===== src/rtl/rtc_pwd_pkg.sv =====
// Shared constants for the RTC unlock controller: register offsets and
// the two magic values. Assumes byte addressing of 32-bit registers.
package rtc_pwd_pkg;
    localparam logic [31:0] INIT_WORD = 32'hA5EB_1357;
    localparam logic [15:0] ACC_PWD   = 16'hA965;
    localparam int unsigned OFS_INIT  = 'h0;
    localparam int unsigned OFS_ACC   = 'h4;
endpackage


===== src/rtl/rtc_init_latch.sv =====
// One-shot release latch. Sets when the initiation word is written to its
// register and never clears except by reset. Assumes sel_init is a decoded
// write-strobe-qualified hit on the initiation offset.
module rtc_init_latch
    import rtc_pwd_pkg::*;
(
    input  logic        clk,
    input  logic        rst_n,
    input  logic        sel_init,
    input  logic [31:0] wdata,
    output logic        active
);
    // Latch the active state on the magic word; sticky until reset.
    always_ff @(posedge clk) begin
        if (!rst_n)
            active <= 1'b0;
        else if (sel_init && (wdata == INIT_WORD))
            active <= 1'b1;
    end


    active_sticky_chk: assert property (@(posedge clk) disable iff (!rst_n)
        active |=> active);

    active_cause_chk: assert property (@(posedge clk) disable iff (!rst_n)
        $rose(active) |-> $past(sel_init && (wdata == INIT_WORD)));
endmodule


===== src/rtl/rtc_access_window.sv =====
// Self-expiring access window. A correct password opens (or reopens) the
// window for exactly WIN_CYCLES clocks; wrong values are ignored. Assumes
// sel_acc is a write-strobe-qualified hit on the access offset.
module rtc_access_window
    import rtc_pwd_pkg::*;
#(
    parameter int unsigned WIN_CYCLES = 1024
) (
    input  logic        clk,
    input  logic        rst_n,
    input  logic        sel_acc,
    input  logic [15:0] pwd,
    output logic        en
);
    localparam int unsigned CNT_W = (WIN_CYCLES > 2) ? $clog2(WIN_CYCLES) : 1;
    localparam logic [CNT_W-1:0] LAST = CNT_W'(WIN_CYCLES - 1);

    logic [CNT_W-1:0] cnt;
    logic             unlock;
    logic             term;

    // Decode a correct password write and the terminal count.
    always_comb begin
        unlock = sel_acc && (pwd == ACC_PWD);
        term   = en && (cnt == LAST);
    end

    // Open/restart on unlock, count while open, close at terminal count.
    always_ff @(posedge clk) begin
        if (!rst_n) begin
            en  <= 1'b0;
            cnt <= '0;
        end else if (unlock) begin
            en  <= 1'b1;
            cnt <= '0;
        end else if (term) begin
            en  <= 1'b0;
            cnt <= '0;
        end else if (en) begin
            cnt <= cnt + 1'b1;
        end
    end


    window_close_chk: assert property (@(posedge clk) disable iff (!rst_n)
        (term && !unlock) |=> !en);

    window_open_chk: assert property (@(posedge clk) disable iff (!rst_n)
        $rose(en) |-> $past(sel_acc && (pwd == ACC_PWD)));

    wrong_pwd_chk: assert property (@(posedge clk) disable iff (!rst_n)
        (en && !term && sel_acc && (pwd != ACC_PWD)) |=> (en && (cnt == $past(cnt) + 1'b1)));

    restart_chk: assert property (@(posedge clk) disable iff (!rst_n)
        unlock |=> (en && (cnt == '0)));
endmodule


===== src/rtl/rtc_wr_qualify.sv =====
// Write qualifier for the downstream register file. The two password
// registers are always writable; every other offset needs an active clock
// and an open access window.
module rtc_wr_qualify (
    input  logic we,
    input  logic hit_open,
    input  logic active,
    input  logic en,
    output logic allowed
);
    // Combine strobe, address class and unlock state.
    always_comb begin
        allowed = we && (hit_open || (active && en));
    end


    protect_chk: assert final (!(allowed && !hit_open) || (active && en));

    open_reg_chk: assert final (!(we && hit_open) || allowed);
endmodule


===== src/rtl/rtc_pwd_unlock.sv =====
// RTC unlock controller top. Decodes the bus address, drives the release
// latch and the access window, returns status on reads of the two password
// registers, and qualifies writes for the rest of the register file.
// Assumes one bus access per RTC clock and a single clock domain.
module rtc_pwd_unlock
    import rtc_pwd_pkg::*;
#(
    parameter int unsigned ADDR_W     = 6,
    parameter int unsigned WIN_CYCLES = 1024
) (
    input  logic              clk,
    input  logic              rst_n,
    input  logic [ADDR_W-1:0] bus_addr,
    input  logic [31:0]       bus_wdata,
    input  logic              bus_we,
    output logic [31:0]       bus_rdata,
    output logic              rtc_active,
    output logic              access_en,
    output logic              wr_allowed
);
    localparam logic [ADDR_W-1:0] A_INIT = ADDR_W'(OFS_INIT);
    localparam logic [ADDR_W-1:0] A_ACC  = ADDR_W'(OFS_ACC);

    logic hit_init, hit_acc;

    // Address decode for the two always-open registers.
    always_comb begin
        hit_init = (bus_addr == A_INIT);
        hit_acc  = (bus_addr == A_ACC);
    end

    rtc_init_latch u_init (
        .clk      (clk),
        .rst_n    (rst_n),
        .sel_init (bus_we && hit_init),
        .wdata    (bus_wdata),
        .active   (rtc_active)
    );

    rtc_access_window #(.WIN_CYCLES(WIN_CYCLES)) u_win (
        .clk     (clk),
        .rst_n   (rst_n),
        .sel_acc (bus_we && hit_acc),
        .pwd     (bus_wdata[15:0]),
        .en      (access_en)
    );

    rtc_wr_qualify u_qual (
        .we       (bus_we),
        .hit_open (hit_init || hit_acc),
        .active   (rtc_active),
        .en       (access_en),
        .allowed  (wr_allowed)
    );

    // Read mux: status bit 0 at the initiation offset, flag at bit 16 of
    // the access offset with the password field reading zero.
    always_comb begin
        bus_rdata = '0;
        if (hit_init)
            bus_rdata[0] = rtc_active;
        else if (hit_acc)
            bus_rdata[16] = access_en;
    end


    pwd_field_zero_chk: assert final (!hit_acc || (bus_rdata[15:0] == 16'h0));

    reset_state_chk: assert property (@(posedge clk)
        !rst_n |=> (!rtc_active && !access_en));
endmodule


===== config.mk =====
export PLATFORM = sky130hd
export DESIGN_NAME = rtc_pwd_unlock
export DESIGN_NICKNAME = d
export VERILOG_FILES = /design/src/rtl/rtc_pwd_pkg.sv /design/src/rtl/rtc_init_latch.sv /design/src/rtl/rtc_access_window.sv /design/src/rtl/rtc_wr_qualify.sv /design/src/rtl/rtc_pwd_unlock.sv
export SDC_FILE = /design/constraint.sdc
export NUM_CORES = 1
export LEC_CHECK = 0
export ABC_AREA = 1
export ABC_CLOCK_PERIOD_IN_PS = 1100
export BUFFER_PORTS_ARGS = -buffer_cell sky130_fd_sc_hd__buf_2
export CORE_MARGIN = 2
export CORE_UTILIZATION = 35
export DETAILED_ROUTE_END_ITERATION = 6
export GPL_TIMING_DRIVEN = 0
export PLACE_DENSITY_LB_ADDON = 0.3
export SETUP_SLACK_MARGIN = 0.4
export SYNTH_ARGS = -nofsm -noshare
export SYNTH_HDL_FRONTEND = slang
export SYNTH_SLANG_ARGS = --single-unit

===== constraint.sdc =====
create_clock -name clk -period 1.1 [get_ports clk]
set_input_delay 0.22 -clock clk [delete_from_list [all_inputs] [get_ports clk]]
set_output_delay 0.22 -clock clk [all_outputs]
set_load 0.02 [all_outputs]

Word-level counts from Yosys, hierarchy flattened
Index checks and enable logic that the tools add are counted.

storage, ports and cells
  register bits after elaboration = 12
  logic and storage cells = 26
  bits of input ports = 41
  output and inout port bits = 35

cells by class
  $add $sub $neg = 1
  reduce and logical (&&, ||, !) cells = 12
  multiplexer cells = 5
  equal/unequal tests = 4
  bitwise operators = 1

operator list
  operator               number
  $eq 32x32->1 const B   1
  $eq 16x16->1 const B   1
  $add 10x1->10 const B  1
  $eq 10x10->1 const B   1
  $logic_and 1x1->1      7
  $eq 6x3->1 const B     1
  $logic_not 6->1        1
  $mux 1                 5
  $reduce_or 3->1        1
  $logic_or 1x1->1       2
  $reduce_bool 2->1      1
  $not 1->1              1

Depth between registers and ports, before layout
  word-level depth = 4
  depth in mapped cells = 8
  gate-level depth less buffers = 8

Modules after synthesis
Synthesis repeated with hierarchy kept, for this count alone.

second synthesis, totals
  cell total of the unflattened synthesis = 184
  area, all modules = 1139.8 um^2

modules (own cells, without submodules)
  module             instances  cells an instance  seq. area each (um^2)  area an instance (um^2)
  rtc_access_window  1          92                 220.2                  648.1
  rtc_pwd_unlock     1          46                 0.0                    287.8
  rtc_init_latch     1          42                 20.0                   183.9
  rtc_wr_qualify     1          4                  0.0                    20.0

Least setup slack after synthesis
Ideal clock, no wire load.

  path kind = register to output
  start point = register u_win.en
  end point = output port wr_allowed
  data required time = 0.880 ns
  path buffers = 1
  slack = -0.147 ns
  cell stages (with the launch flop) = 6
  data arrival time = 1.027 ns
  path through = dfxtp_1 > buf_4 > inv_1 > o211ai_1 > nand2_1 > inv_1

on the way
  word-level cells in the longest chain between the ends = 3

ends and longest elaborated chain
  what                    RTL line                 RTL
  start, declared         rtc_access_window.sv:13  output logic en
  start signal, assigned  rtc_access_window.sv:31  en <= 1'b0;
  start signal, assigned  rtc_access_window.sv:34  en <= 1'b1;
  start signal, assigned  rtc_access_window.sv:37  en <= 1'b0;
  $logic_and 1x1->1       rtc_wr_qualify.sv:13     allowed = we && (hit_open || (active && en));
  $logic_or 1x1->1        rtc_wr_qualify.sv:13
  $logic_and 1x1->1       rtc_wr_qualify.sv:13
  end, declared           rtc_pwd_unlock.sv:19     output logic wr_allowed

No other way between the ends.

Final worst setup path
Same ends and word-level chain as after synthesis.

==> impl_results.md <==
- Status: finished with violations
- Failing checks: setup timing
- Synth Register Bits: 12
- First-pass GRT wire length: 4353 um
- Share of cells above drive strength 1: 0.5196
- RePlAce Congestion: slightly below 0.8
- Nets@finish: approximately 320
- Synth area leader: dfxtp_1
- Sequential share of the synthesized area: 0.2124
- Fin Hold WS: 0.2343 ns
- Full die area: around 3700 um^2
- Final WL: 2901 um
- H-tree Lvls: 1
- Most used DFF post-synth: dfxtp_1
- Final setup viols: 14
- Total power: approximately 1100 uW
- # clock sinks: 12
- Largest net degree at the start of global routing: 8
- Rows: 20
- Post-DP HPWL: around 2000 um
- Final Max Tran Viols: 0
- Clock transition at path regs: 0.08 ns
- Peak VDD IR: roughly 400 uV
- Die Wd: just over 60 um
- Clock buffer depth: 2
- CP required: 0.88 ns
- Gate power share: 0.340
- Count of filler cells inserted in the layout: about 280
- DP Worst Slack: -0.1288 ns
- Layout area overhead: 72.01%
- Input/output buffers: 45
- Number of enable-type register cells in the synthesized netlist: 0
- DR pass1 iterations: 4
- Post-synthesis instance total: around 190
- Post-synth top area share: 0.2124
- Lkg Pwr: 0.001002 uW
- P_sw: ~340 uW
- Flop pwr share: 0.398
- Placed cell area: between 1500 and 2000 um^2
- Vias/cell: between 4 and 5
- Setup total negative slack: -2.207 ns
- Mean routed wirelength per cell: approximately 8.9 um
- Vias in the first global route: between 1k and 1.5k
- I/O pins: 76
- Endpoints failing hold: 0
- Crit path DAT: 1.13 ns
- Post-synth cell types: 21
- Root buffer cell: clkbuf_4
- Initial core utilization: 0.3705
- Internal power: 719.2 uW
- Antenna cells: 0
- Slack of the critical path: -0.2540 ns
- RSZ-0062 raised after global routing: yes
- Synth Cell Area: 1131 um^2
- Vias: between 1k and 1.5k
- Gr ovfl total: 0
- CTS tree: built
- Core area: 3053 um^2
- Ys Warns: 0
- Fin Clk Skew: 0.006976 ns
- Post-synthesis async set-or-reset flop share: 0
- Fin crit share: 1.231
- Initial antenna violation count: 0
- Fin area: 1946 um^2
- Die Y: between 60 and 70 um
- Crit-path max FO: 2
- Avg Inst Size Synth: roughly 6.0 um^2
- Max-cap violations: 0
- Hold buffer count at CTS: 0
- Critical Path Source: u_win.en
- Worst min path class: input port to flop
- Final antenna-violating net count: 0
- FMAX: 738.6 MHz
- R2R Path Start: u_win.en
- Pwr dens: around 540 nW/um^2
- Hold Startpoint: rst_n
- Worst-Skew Late Latency: around 0.28 ns
- Startpoint types: flop
- Critical path endpoint category: output port
- Clock Power Share: 0.262
- GRT Total Usage: 0.1516
- Largest cells by area after synthesis: dfxtp_1 21%, buf_4 21%, nor2_1 14%
- Tmin final: about 1.4 ns
- Num CTS Buffers: 3
- Sw Share: 0.3203
- Kind of critical path: flop to output port
- DRC: 0
- Starting DRT DRC Count: 30
## power by group through the flow
stage	clock [uW]	combinational (uW)	sequential [uW]
global route	305	397	421
CTS	279	325	429
finish	277	360	421
global placement	0	320	439
detailed placement	0	322	439
floorplan	0	232	439
## metrics by stage
step                  util  std cells
floorplan                -        217
global placement    0.5205        306
detailed placement  0.5205        306
CTS                 0.5869        321
global route        0.6373        325
finish              0.6373        325
## cell type report
type	instances	area (um^2)	area share
Tap cell	44	55.05	0.02830
Buffer	31	236.5	0.1215
Clock buffer	3	22.52	0.01158
Inverter	32	122.6	0.06302
Clock inverter	1	3.754	0.001929
Multi-Input combinational cell	143	818.3	0.4206
Sequential cell	12	262.8	0.1350
Timing Repair Buffer	59	424.2	0.2180
## layout by cell type (no fill, tap or decap), drive strengths merged, types with 2 or more instances in the layout
master / n
xnor2: 3
o21ai: 2
nand2: 38
nand3: 11
xor2: 3
inv: 32
nand4: 5
dfxtp: 12
a21oi: 2
buf: 90
nor2: 44
conb: 30
clkbuf: 3
## worst paths after layout
kind,cells after the start,to,slack (ns)
min reg2reg,4,u_win.cnt[9],0.54
max reg2reg,9,u_win.cnt[7],-0.20
min,3,u_win.en,0.23
max,6,wr_allowed,-0.25
## worst max-delay path: stages, from the launching register on
cell	delay, ns
dfxtp_4	0.35
buf_6	0.10
inv_4	0.03
o211ai_1	0.14
nand2_1	0.08
inv_2	0.05
buf_6	0.11
## state kept, by name (all words and copies together) (netlist names)
name and count:
u_win.cnt 10, u_win.en 1, u_init.active 1
## cell families after synthesis
| group | count (synthesis) | synth area share |
|---|---|---|
| compound gates | 6 | 0.02987 |
| fa+ha+maj | 1 | 0.01106 |
| simple gates | 98 | 0.3761 |
| xor+xnor | 6 | 0.04647 |
| flops | 12 | 0.2124 |
| other cells | 1 | 0.003315 |
| mux | 1 | 0.008850 |
| buf+inv | 63 | 0.3119 |
## cells in the mapped netlist (2+ instances only)
master / n
a21oi_1: 2
buf_4: 31
dfxtp_1: 12
inv_1: 32
nand2_1: 33
nand2_2: 3
nand3_1: 11
nand4_1: 5
nor2_1: 41
nor2_2: 2
o21ai_0: 2
xnor2_1: 3
xor2_1: 3
## layer usage
metal | track usage | share of wire | vias up | wire length, um
li1 | - | - | 696 | -
met1 | 0.1609 | 0.39 | 541 | 1125
met4 | 0.06522 | 0.022 | 0 | 63
met2 | 0.2873 | 0.52 | 54 | 1503
met5 | 0 | 0 | - | 0
met3 | 0.02985 | 0.072 | 11 | 209
## what timing repair did
item                                   CTS  global route
resized for setup                       30            37
setup endpoints to repair               16            17
setup buffers                           10             4
endpoints found under the hold margin    0             0
cloned                                   1             0
pin swaps                               20            29
(Power assumes the default switching activity.)
